**src/rtl/wiper_pkg.sv**
```systemverilog
package wiper_pkg;

  // Snapshot of the three serial pins as seen by the system clock.
  typedef struct packed {
    logic sel_n;
    logic sck;
    logic sdi;
  } pins_t;

  // Idle level the synchroniser and edge history reset to.
  localparam pins_t PINS_IDLE = '{sel_n: 1'b1, sck: 1'b0, sdi: 1'b0};

  // Events derived from the synchronised pins for one system cycle.
  typedef struct packed {
    logic sck_rise;
    logic sel_rise;
    logic sel_active;
    logic data_bit;
  } evt_t;

endpackage

```
**src/rtl/wsr_sync.sv**
```systemverilog
// Multi-stage synchroniser for the three serial pins.
module wsr_sync
  import wiper_pkg::*;
#(
  parameter int unsigned STAGES = 2
) (
  input  logic  clk,
  input  logic  rst_n,
  input  pins_t raw,
  output pins_t synced
);

  pins_t [STAGES-1:0] stg_q;

  always_ff @(posedge clk or negedge rst_n) begin
    if (!rst_n) begin
      for (int i = 0; i < STAGES; i++) stg_q[i] <= PINS_IDLE;
    end else begin
      stg_q[0] <= raw;
      for (int i = 1; i < STAGES; i++) stg_q[i] <= stg_q[i-1];
    end
  end

  assign synced = stg_q[STAGES-1];

endmodule

```
**src/rtl/wsr_events.sv**
```systemverilog
// Edge detection on the synchronised pins.
module wsr_events
  import wiper_pkg::*;
(
  input  logic  clk,
  input  logic  rst_n,
  input  pins_t synced,
  output evt_t  evt
);

  pins_t prev_q;

  always_ff @(posedge clk or negedge rst_n) begin
    if (!rst_n) prev_q <= PINS_IDLE;
    else        prev_q <= synced;
  end

  function automatic logic rise_of(input logic now_v, input logic was_v);
    return now_v & ~was_v;
  endfunction

  always_comb begin
    evt.sel_active = ~synced.sel_n;
    evt.sel_rise   = rise_of(synced.sel_n, prev_q.sel_n);
    evt.sck_rise   = rise_of(synced.sck, prev_q.sck);
    evt.data_bit   = synced.sdi;
  end

endmodule

```
**src/rtl/wsr_shift.sv**
```systemverilog
// Serial input shift register; never cleared between frames.
module wsr_shift #(
  parameter int unsigned WIDTH = 8
) (
  input  logic             clk,
  input  logic             rst_n,
  input  logic             shift_en,
  input  logic             din,
  output logic [WIDTH-1:0] q
);

  function automatic logic [WIDTH-1:0] push_lsb(input logic [WIDTH-1:0] cur,
                                                input logic b);
    return {cur[WIDTH-2:0], b};
  endfunction

  logic [WIDTH-1:0] sr_q;

  always_ff @(posedge clk or negedge rst_n) begin
    if (!rst_n)        sr_q <= '0;
    else if (shift_en) sr_q <= push_lsb(sr_q, din);
  end

  assign q = sr_q;

endmodule

```
**src/rtl/wsr_tapdec.sv**
```systemverilog
// Code to one-hot tap enable plus B-contact flag.
module wsr_tapdec #(
  parameter int unsigned WIDTH = 8,
  localparam int unsigned TAPS = 1 << WIDTH
) (
  input  logic [WIDTH-1:0] code,
  output logic [TAPS-1:0]  tap_sel,
  output logic             at_b
);

  for (genvar g = 0; g < TAPS; g++) begin : g_tap
    assign tap_sel[g] = (code == WIDTH'(g));
  end

  // Tap zero is the contact that sits on the B terminal.
  assign at_b = tap_sel[0];

endmodule

```
**src/rtl/wiper_spi_rx.sv**
```systemverilog
// Top: serial wiper code loader.
module wiper_spi_rx
  import wiper_pkg::*;
#(
  parameter int unsigned CODE_W      = 8,
  parameter int unsigned SYNC_STAGES = 2,
  localparam int unsigned TAPS       = 1 << CODE_W,
  localparam logic [CODE_W-1:0] MID_CODE = CODE_W'(1) << (CODE_W - 1)
) (
  input  logic              clk,
  input  logic              rst_n,
  input  logic              sel_n,
  input  logic              sclk,
  input  logic              sdi,
  output logic [CODE_W-1:0] code,
  output logic [TAPS-1:0]   tap_sel,
  output logic              at_b,
  output logic              upd
);

  // Named internal events, visible to the bound checker.
  pins_t            pins_raw;
  pins_t            pins_sync;
  evt_t             evt;
  logic             sel_rise;
  logic             sck_rise;
  logic             sel_active;
  logic             shift_en;
  logic [CODE_W-1:0] shift_q;
  logic [CODE_W-1:0] wiper_q;
  logic             code_differs;
  logic             upd_q;

  assign pins_raw = '{sel_n: sel_n, sck: sclk, sdi: sdi};

  wsr_sync #(.STAGES(SYNC_STAGES)) u_sync (
    .clk    (clk),
    .rst_n  (rst_n),
    .raw    (pins_raw),
    .synced (pins_sync)
  );

  wsr_events u_evt (
    .clk    (clk),
    .rst_n  (rst_n),
    .synced (pins_sync),
    .evt    (evt)
  );

  assign sel_rise   = evt.sel_rise;
  assign sck_rise   = evt.sck_rise;
  assign sel_active = evt.sel_active;
  assign shift_en   = sck_rise & sel_active;

  wsr_shift #(.WIDTH(CODE_W)) u_shift (
    .clk      (clk),
    .rst_n    (rst_n),
    .shift_en (shift_en),
    .din      (evt.data_bit),
    .q        (shift_q)
  );

  // Wiper register: loaded only on the select rising edge.
  assign code_differs = (shift_q != wiper_q);

  always_ff @(posedge clk or negedge rst_n) begin
    if (!rst_n) begin
      wiper_q <= MID_CODE;
      upd_q   <= 1'b0;
    end else begin
      upd_q <= sel_rise & code_differs;
      if (sel_rise) wiper_q <= shift_q;
    end
  end

  wsr_tapdec #(.WIDTH(CODE_W)) u_dec (
    .code    (wiper_q),
    .tap_sel (tap_sel),
    .at_b    (at_b)
  );

  assign code = wiper_q;
  assign upd  = upd_q;

endmodule

```
**config.mk**
```make
export PLATFORM = sky130hd
export DESIGN_NAME = wiper_spi_rx
export DESIGN_NICKNAME = d
export VERILOG_FILES = /design/src/rtl/wiper_pkg.sv /design/src/rtl/wsr_sync.sv /design/src/rtl/wsr_events.sv /design/src/rtl/wsr_shift.sv /design/src/rtl/wsr_tapdec.sv /design/src/rtl/wiper_spi_rx.sv
export SDC_FILE = /design/constraint.sdc
export NUM_CORES = 1
export LEC_CHECK = 0
export ABC_CLOCK_PERIOD_IN_PS = 1150
export BUFFER_PORTS_ARGS = -buffer_cell sky130_fd_sc_hd__buf_2
export CAP_MARGIN = 40
export CORE_AREA = 5 5 103 105
export CTS_CLUSTER_DIAMETER = 80
export DETAILED_ROUTE_END_ITERATION = 16
export DIE_AREA = 0 0 108 110
export HOLD_SLACK_MARGIN = 0.08
export PLACE_DENSITY = 0.66
export SYNTH_ARGS = -nofsm -noshare
export SYNTH_HDL_FRONTEND = slang
export SYNTH_SLANG_ARGS = --single-unit
```
**constraint.sdc**
```tcl
create_clock -name clk -period 1.15 [get_ports clk]
set_input_delay 0 -clock clk [delete_from_list [all_inputs] [get_ports clk]]
set_output_delay 0 -clock clk [all_outputs]
set_load 0.01 [all_outputs]
```
==> Yosys cells after proc, flatten, opt, wreduce, memory -nomap -nowiden <==
Index checks and enable logic that the tools add are counted.
{ "op_classes": {"n_eq_ne": 256, "n_shift": 0, "n_lt_le_gt_ge": 0, "addsub": 0, "bitwise_logic": 7, "div_mod_pow": 0, "n_reduce_logical": 1, "n_mul": 0, "mux": 0} }
{ "ops": {"columns": ["operator", "count"], "rows": [
  ["$eq 8x8->1 const B", 128],
  ["$eq 8x7->1 const B", 64],
  ["$eq 8x6->1 const B", 32],
  ["$eq 8x5->1 const B", 16],
  ["$eq 8x4->1 const B", 8],
  ["$eq 8x3->1 const B", 4],
  ["$eq 8x2->1 const B", 2],
  ["$eq 8x1->1 const B", 1],
  ["$logic_not 8->1", 1],
  ["$ne 8x8->1", 1],
  ["$and 1x1->1", 4],
  ["$not 1->1", 3]
]} }
{ "totals": {"ramBits": 0, "regBits": 25, "in_bits": 5, "memories": 0, "out_inout_bits": 266, "rom_bits": 0, "latchBits": 0, "wordCells": 275} }

==> Depth between registers and ports, before layout <==
Gate-level depths: netlist (run 1).
{ "depth": {"depth_word": 3, "mapped_depth": 6, "depth_no_buf": 3} }

==> By module <==
Synthesis (run 1) repeated with hierarchy kept, for this count alone.
{ "unflattened": {"hier_cells": 413, "area_unflattened_um2": 2768.9} }
{ "by_module_without_submodules": {"columns": ["module", "n_inst", "cells_each", "area_per_inst_um2", "seq_area_each_um2"], "rows": [
  ["wsr_tapdec", 1, 351, 1761.7, 0.0],
  ["wiper_spi_rx", 1, 30, 417.9, 226.5],
  ["wsr_shift", 1, 17, 331.6, 200.2],
  ["wsr_sync", 1, 9, 175.2, 152.6],
  ["wsr_events", 1, 6, 82.6, 51.3]
]} }

==> Worst setup path after synthesis (run 1) <==
OpenSTA, ideal clock, no wires.
{ "synth_path": {"path_kind": "register to output", "from": "register wiper_q[6] (netlist: code[6])", "to": "output tap_sel[0]", "path_slack_ps": -365, "path_buffers": 3, "required_time_ps": 1150, "path_stages_with_launch": 7, "t_arrival_ps": 1515, "path_cell_list": "dfrtp_1 > buf_4 > nor2_2 > nand2_1 > buf_2 > nor2_1 > buf_4"} }
{ "synth_between": {"elab_chain_len": 1} }
{ "synth_rtl": {"columns": ["element", "line_no", "text"], "rows": [
  ["from (decl)", "wiper_spi_rx.sv:30", "logic [CODE_W-1:0] wiper_q;"],
  ["from (signal assigned)", "wiper_spi_rx.sv:72", "if (sel_rise) wiper_q <= shift_q;"],
  ["$logic_not 8->1", "wsr_tapdec.sv:12", "assign tap_sel[g] = (code == WIDTH'(g));"],
  ["to (decl)", "wiper_spi_rx.sv:16", "output logic [TAPS-1:0] tap_sel,"]
]} }
Every way passes these cells.

==> Worst setup path in the final report (run 1) <==
{ "layout_path": {"from": "register wiper_q[0] (netlist: code[0])", "to": "output tap_sel[192]"} }
{ "layout_between": {"elab_chain_len": 1} }
{ "layout_rtl": {"columns": ["element", "line_no"], "rows": [
  ["$eq 8x8->1", "wsr_tapdec.sv:12"]
]} }
Every way passes these cells.

==> impl.org, run 1 <==
** STA
- For the pin with the worst max-slew slack, the measured transition is 553 ps.
- After layout, the worst setup slack is -596 ps.
- Unrepaired setup endpoints after global routing :: yes
- Total setup violations reported at the end of the flow :: between 200 and 300
- Fin Clk Skew :: 1.18 ps
- Headroom to the max-slew limit came out at 63.1%.
- Count of final hold-check violations :: 0
- Top achievable clock speed :: 573 MHz
- Period Utilization, post-route :: 152%
- The max-slew violation total from the final report came to 0.
- Tmin final :: ~1700 ps

** Critical path
- CP Launch Type :: register
- In this run the worst path has a maximum fanout of 8.
- Crit Reg-Reg Startpoint :: code[1]$_DFFE_PN0P_
- Crit path buf inv count :: 4
- On the critical path, the stage with the largest delay is an instance of dfrtp_1.
- The worst setup path is captured at an output pin.
- Startpoint of the most critical setup path :: code[0]$_DFFE_PN0P_
- The cell family contributing the most delay on the critical path is buffers and inverters.
- On the worst path, the slowest cell contributes a delay of 430 ps.
- The setup path with the least slack is of type register to output pin.
- Data on the critical path arrives at its endpoint at 1750 ps.
- CP Cell Sequence :: buf_6 -> nor2_4 -> buf_4 -> nand2_2 -> clkbuf_16 -> nor2_1 -> buf_2
- At the worst endpoint, the required time is 1150 ps.

** Outcome
- Violated checks :: setup timing
- The run finished, with violations left.

** Clock tree
- Clock transition at path regs :: 80 ps
- Deepest clock path buffer count :: 2
- Clock tree from TritonCTS :: done
- Number of buffers created by CTS :: 3
- The tree built by TritonCTS fans out to 25 sinks.
- The tree is rooted in a clkbuf_8.
- The later pin in the worst-skew pair is clocked with a latency of 270 ps.
- CTS built an H-tree with a depth of 1.

** Global routing
- Summed over all layers, the global routing overflow is 0.
- Pin count of the biggest net entering global routing :: 26
- In this run the most used layer during global routing was met2.
- For this run, global-route usage on met3 was measured as under 10%.
- Via count of the first global-routing pass :: 3993
- Global routing used 23.8% of the available tracks.
- The first global-routing pass estimated 22300 um of wire.
- Global routing met1 resource utilization :: 28.6%
- The initial antenna violation count came to 0.
- Met2 track demand over resource :: 44.0%

** Floorplan
- DIE WIDTH :: 108 um
- After floorplanning, the core was sized to cover 0.00955 sq mm.
- Height of the die :: 110 um
- Effective utilization at floorplan :: between 20% and 30%
- Rows :: 36
- Pin placement for this block handled 271 I/O pins.
- Overall die area :: 0.0119 sq mm

** Synth
- Seq/Total Area, Yosys :: 25.4%
- In this run the cell area of the synthesized design comes to 0.00248 sq mm.
- During synthesis, Yosys emitted a total of 0 warnings.
- In this run the mean area of a mapped cell was 6.26 sq um.
- When the netlist entered floorplanning its net count stood at 401.
- Counting flops and latches in the post-synthesis netlist gives 25.
- The number of different library cells used by synthesis comes to 23.
- Synthesis produced a netlist whose cell count is between 300 and 400.

** Run
- Maximum capacitance violations :: 0

** Placed design
- Gpl congestion :: 0.788
- Post-Place Worst Slack :: -188 ps
- Half-perimeter wire length after detailed placement :: 11200 um
- Placed standard-cell area :: 0.00544 sq mm
- Quantity of I/O buffers inserted on ports :: 270

** Route
- For this run, design rule violations remaining after detail routing come to 0.
- Before antenna repair, the detailed router went through 4 iterations.
- Vias per inst :: 4.98
- Post-route antenna net violation count :: 0
- DRT iter0 DRCs :: 302
- Average wire per cell in the routed design :: 21.2 um
- Total wire length :: 18800 um
- Number of vias in the routed layout :: 4413

** Final layout
- Fraction of final layout cells sized beyond drive strength 1 :: 88.1%
- Compared with the post-synthesis result, the final layout area differs by 205%.
- Area of the multi-input gates :: 0.00296 sq mm
- Nets :: 760
- Fill cells in the final layout number 543.
- Summing all flip-flop and latch instances after layout gives 634 sq um.
- After routing the design area is ~0.0076 sq mm.
- The number of antenna diodes in the final layout is 0.

** Power
- Standby leakage power :: 0.00333 uW
- Worst IR Drop VDD :: 0.00139 V
- In this run the power density over the cells is ~1600 mW/mm^2.

** Min path
- In this run the worst hold path is classified as input port to async pin.
==> synthesized netlist by cell type <==
cell type | n | share of area [%]
nor2_1 | 256 | 39
buf_2 | 29 | 5.9
dfrtp_1 | 21 | 21
mux2_2 | 16 | 7.3
nand2_2 | 16 | 4.0
buf_4 | 9 | 2.7
xor2_1 | 8 | 2.8
and2b_2 | 7 | 2.5
nand3_2 | 7 | 2.8
dfstp_2 | 4 | 4.2
nand3_4 | 3 | 2.1
buf_6 | 2 | 0.91
clkbuf_1 | 2 | 0.30
nand2_1 | 2 | 0.30
nand3_1 | 2 | 0.40
nand4_1 | 2 | 0.50
nor2_2 | 2 | 0.50
nor2_4 | 2 | 0.91
nor4_1 | 2 | 0.50
a21oi_1 | 1 | 0.20
and2b_4 | 1 | 0.40
nand2b_1 | 1 | 0.25
nor3b_2 | 1 | 0.50
==> worst paths after layout <==
check                                              to  slack, ps  cells after the start
max                                      tap_sel[192]       -600                      7
min                        u_sync.synced[0]$_DFF_PN0_        250                      2
max reg2reg                             upd$_DFF_PN0_       -330                      6
min reg2reg                u_sync.synced[1]$_DFF_PN0_        360                      0
max in group asynchronous         code[6]$_DFFE_PN0P_        510                      2
min in group clk           u_sync.synced[1]$_DFF_PN0_        360                      0
==> worst reg2reg max path: stages, from the launching register on <==
cell and delay (ps):
dfrtp_2 440, buf_4 150, buf_4 130, buf_4 130
xor2_1 150, nor4_1 260, a21oi_1 100
==> per-layer routing <==
layer,part of all wire [%],up-vias
met5,0,-
met4,2.7,0
met3,7.3,50
met2,54,254
met1,36,2175
li1,-,1934
==> power breakdown <==
group | switching [uW] | leakage [uW] | internal, uW | total, uW
Combinational | 5320 | 0.00301 | 4470 | 9790
Sequential | 302 | 0.000296 | 1150 | 1460
Clock | 278 | 0.0000255 | 243 | 521
Total | 5900 | 0.00333 | 5870 | 11800
==> per-stage QoR <==
stage / power (uW) / hold WS [ps] / util, % / instances / setup TNS, ps
after detailed placement: 8090 / 16.6 / 57.0 / 839 / -34480
after floorplan: 5710 / -296 / - / 396 / -32100
after global routing: 12300 / 292 / 79.2 / 887 / -134660
after CTS: 10200 / 252 / 66.2 / 871 / -106840
after global placement: 7990 / 5.34 / 57.0 / 839 / -30560
final: 11800 / 245 / 79.2 / 887 / -119480
==> cells by family (layout without fill, tap and decap cells) <==
kind of cell / Yosys count / in the layout / synth area share, %
simple gates: 304 / 305 / 54.5
buf+inv: 42 / 399 / 9.79
flops: 25 / 25 / 25.4
mux: 16 / 16 / 7.27
xor+xnor: 8 / 8 / 2.83
compound gates: 1 / 1 / 0.202
==> final cells by class <==
class | count | share of cell area [%]
sequential | 25 | 8.39
multi-input combinational | 330 | 39.1
clock buffer | 3 | 0.546
timing repair buffer | 395 | 49.7
tap | 133 | 2.20
clock inverter | 1 | 0.0662
==> repair_timing <==
item | CTS | global route
gates cloned | 4 | 10
gates resized for setup | 108 | 195
hold endpoints to repair | 28 | 0
endpoints found under the setup margin | 274 | 276
buffers inserted | 20 | 6
pin swaps | 37 | 33
hold buffers | 4 | 0
==> flip-flops by register name, summed over array words and instances (netlist names) <==
signal,cells
code,8
u_evt.prev_q,2
u_shift.q,8
u_sync.stg_q,3
u_sync.synced,3
upd,1
==> cell usage in the layout, fill, tap and decap left out <==
| cell type | n |
|---|---|
| and2b_2 | 1 |
| clkbuf_8 | 3 |
| nand4_1 | 2 |
| nand3_2 | 1 |
| buf_12 | 35 |
| nor4_1 | 2 |
| nand2_2 | 3 |
| buf_6 | 129 |
| buf_2 | 160 |
| clkinv_2 | 1 |
| a21oi_1 | 1 |
| nand3_4 | 11 |
| nor2_2 | 86 |
| nand2_4 | 10 |
| buf_4 | 51 |
| nand2b_1 | 1 |
| dfrtp_2 | 3 |
| dfrtp_1 | 18 |
| mux2_2 | 8 |
| xor2_1 | 8 |
| and2b_4 | 7 |
| dfstp_2 | 4 |
| nor2_4 | 120 |
| nor2_1 | 54 |
| nand2_8 | 6 |
| mux2_4 | 8 |
| buf_8 | 3 |
| nor3b_4 | 1 |
| dlygate4sd3_1 | 4 |
| buf_16 | 3 |
| clkbuf_16 | 10 |
Power figures use the tool's default switching activity.
==> run 2: changes to the inputs <==
- SKIP_CTS_REPAIR_TIMING: unset -> 1
==> impl.org, run 2 (synthesis gave the netlist of run 1 again) <==
** Outcome
- Result of the run :: finished with violations
- Violated checks :: setup timing

** Placed design
- At the end of routability-driven placement, the weighted congestion stood at slightly below 0.8.
- Detailed placement finished with a half-perimeter wire length of 11200 um.
- The count of buffers added on input and output ports is 270.

** Global routing
- The initial antenna violation count is 0.
- Pin count of the biggest net entering global routing :: 26
- Global route overflow :: 0
- Wire length of the first global-routing pass :: 20100 um
- Overall routing resource usage :: 21.4%
- Via count of the first global-routing pass :: around 3600

** Final layout
- From synthesis to final layout, the design area changed by 201%.
- Commonest cells after routing, fill and taps aside :: buf_2, buf_6, nor2_4
- ANT cells :: 0
- Fraction of final layout cells sized beyond drive strength 1 :: 89.0%
- Most common library cell in the layout ignoring fill and taps :: buf_2
- The final layout contains 752 nets.

** Critical path
- The startpoint identified for the worst register-to-register timing path is code[1]$_DFFE_PN0P_.
- Delay of the slowest cell on the worst path :: 600 ps
- The worst register-to-register path ends at upd$_DFF_PN0_.
- Slowest-stage cell, CP :: dfstp_2
- STA classifies the critical path endpoint as an output pin.
- CP Cell Sequence :: and2b_4 -> nand2_4 -> buf_12 -> nor2_1 -> buf_2
- Crit path buf inv count :: 2
- Cell family contributing the most delay on the critical path :: flip-flops
- Largest fanout of any net on the critical path :: 7
- Required time of the critical path :: 1150 ps
- Reg-to-reg setup timing slack :: -300 ps
- Data arrival time of the worst path :: 1670 ps
- The worst setup path is launched from a register.
- The worst setup path is of the register to output pin kind.
- For the worst flop-to-flop path, the logic depth is 5.

** Clock tree
- Deepest clock path buffer count :: 2
- In this run the clock root is driven by a clkbuf_8.
- Number of buffers created by CTS :: 3
- TritonCTS built the clock tree.
- CTS built an H-tree with a depth of 1.
- Total number of clock tree sinks :: 25
- Clock-pin slew was measured on the worst setup and hold paths at about 90 ps.
- Clock network latency to the later pin of the worst-skew pair :: around 270 ps

** STA
- Period Utilization, post-route :: 146%
- The max-slew violation total from the final report came to 0.
- Headroom to the max-slew limit :: 63.1%
- Setup repair after global routing could not meet its margin everywhere.
- Once routing completed, OpenROAD measured the worst setup slack at -524 ps.
- Count of final hold-check violations :: 0
- Setup violations remaining at the end of the flow were counted as 276.
- For the finished layout, the period the worst path requires is between 1500 and 2000 ps.
- Hold WS :: 248 ps
- For the final routed database, the setup TNS stands at -114590 ps.
- Pin slew with the least headroom to its limit :: 553 ps
- Fin Clk Skew :: 2.38 ps
- Based on the critical path, the design can be clocked at up to 597 MHz.

** Power
- Internal cell power :: 5540 uW
- Share of power burned in registers :: 13.2%
- Power density over cell area :: 1510 mW/mm^2
- The analysis attributes to cell leakage a power of 0.00330 uW.
- The worst-case IR drop observed on VDD is 0.00113 V.
- In this run, the clock network consumes between 4 and 5% of the power.
- The analysis attributes to net switching a power of 5760 uW.
- Relative contribution of combinational cells to total power :: 82.2%
- Switching part of the total :: 51.0%

** Route
- After the first detailed-routing iteration, the DRC count stood at 356.
- Once detail routing completed, the nets flagged for antenna violations numbered 0.
- Total wire length :: 18500 um
- Number of vias in the routed layout :: 4327
- Number of remaining DRC errors :: 0
- Vias per inst :: 4.92
- The first TritonRoute pass finished after 5 iterations.
- In the final routed layout, each cell accounts on average for 21.1 um.

** Floorplan
- DIE WIDTH :: 108 um
- Effective utilization at floorplan :: around a quarter
- The floorplan step set the die height to 110 um.
- Number of ports placed on the die boundary :: 271
- The floorplan step defined a core boundary enclosing 0.00955 sq mm.
- Rows :: 36
- The die covers 0.0119 sq mm.

** Min path
- Tightest Hold Check Type :: input port to async pin

** Run
- Maximum capacitance violations :: 0
==> run 2: changes by cell type in the layout (fill, tap and decap cells not counted), moves of 4 or more <==
cell | before | now
buf_4 | 51 | 47
nor2_1 | 54 | 48
clkbuf_16 | 10 | 14
nor2_2 | 86 | 91
==> run 2: power groups by stage <==
stage	sequential [uW]	clock, uW	combinational (uW)
after floorplan	1410	0	4300
after global placement	1450	0	6540
after detailed placement	1470	0	6620
after CTS	1460	535	6640
after global routing	1530	574	9690
final	1490	515	9290
==> run 2: worst reg2reg max path, delay by kind of cell (launching register included) <==
kind	cells	cell delay (ps)
AOI/OAI and AO/OA	1	110
DFF	1	460
xor gates and xnor gates	1	160
buffers and inverters	2	280
and+or+nand+nor	1	320
==> run 2: layout make-up <==
class	instances	area, sq um
clock buffer	3	41.3
timing repair buffer	387	3670
fill	578	2090
sequential	25	637
tap	133	166
clock inverter	1	5.00
multi-input combinational	330	2940
==> run 2: worst max-delay path by stage <==
| stage | start | to | slack (ps) | depth (start not counted) |
|---|---|---|---|---|
| floorplan | code[7]$_DFFE_PN1P_ | tap_sel[112] | -180 | 5 |
| global placement | code[7]$_DFFE_PN1P_ | tap_sel[104] | -170 | 5 |
| detailed placement | code[7]$_DFFE_PN1P_ | tap_sel[104] | -190 | 5 |
| CTS | code[6]$_DFFE_PN0P_ | tap_sel[103] | -500 | 5 |
| global route | code[7]$_DFFE_PN1P_ | tap_sel[138] | -580 | 5 |
| finish | code[7]$_DFFE_PN1P_ | tap_sel[138] | -520 | 5 |
==> run 2: per-stage QoR <==
stage                     power [uW]  setup slack [ps]  cells  utilization [%]  area [sq um]
after CTS                       8630              -498    843             57.5          5490
after floorplan                 5710              -176    396                -          3430
after global routing           11800              -584    879             78.1          7460
after detailed placement        8090              -188    839             57.0          5440
after global placement          7990              -166    839             57.0          5440
final                          11300              -524    879             78.1          7460
==> run 2: routing by layer <==
metal / track usage [%] / up-vias / wire length [um]
met3: 2.56 / 51 / 1270
met4: 5.59 / 0 / 527
met5: 0 / - / 0
met2: 38.5 / 232 / 9800
met1: 27.1 / 2132 / 6930
li1: - / 1912 / -
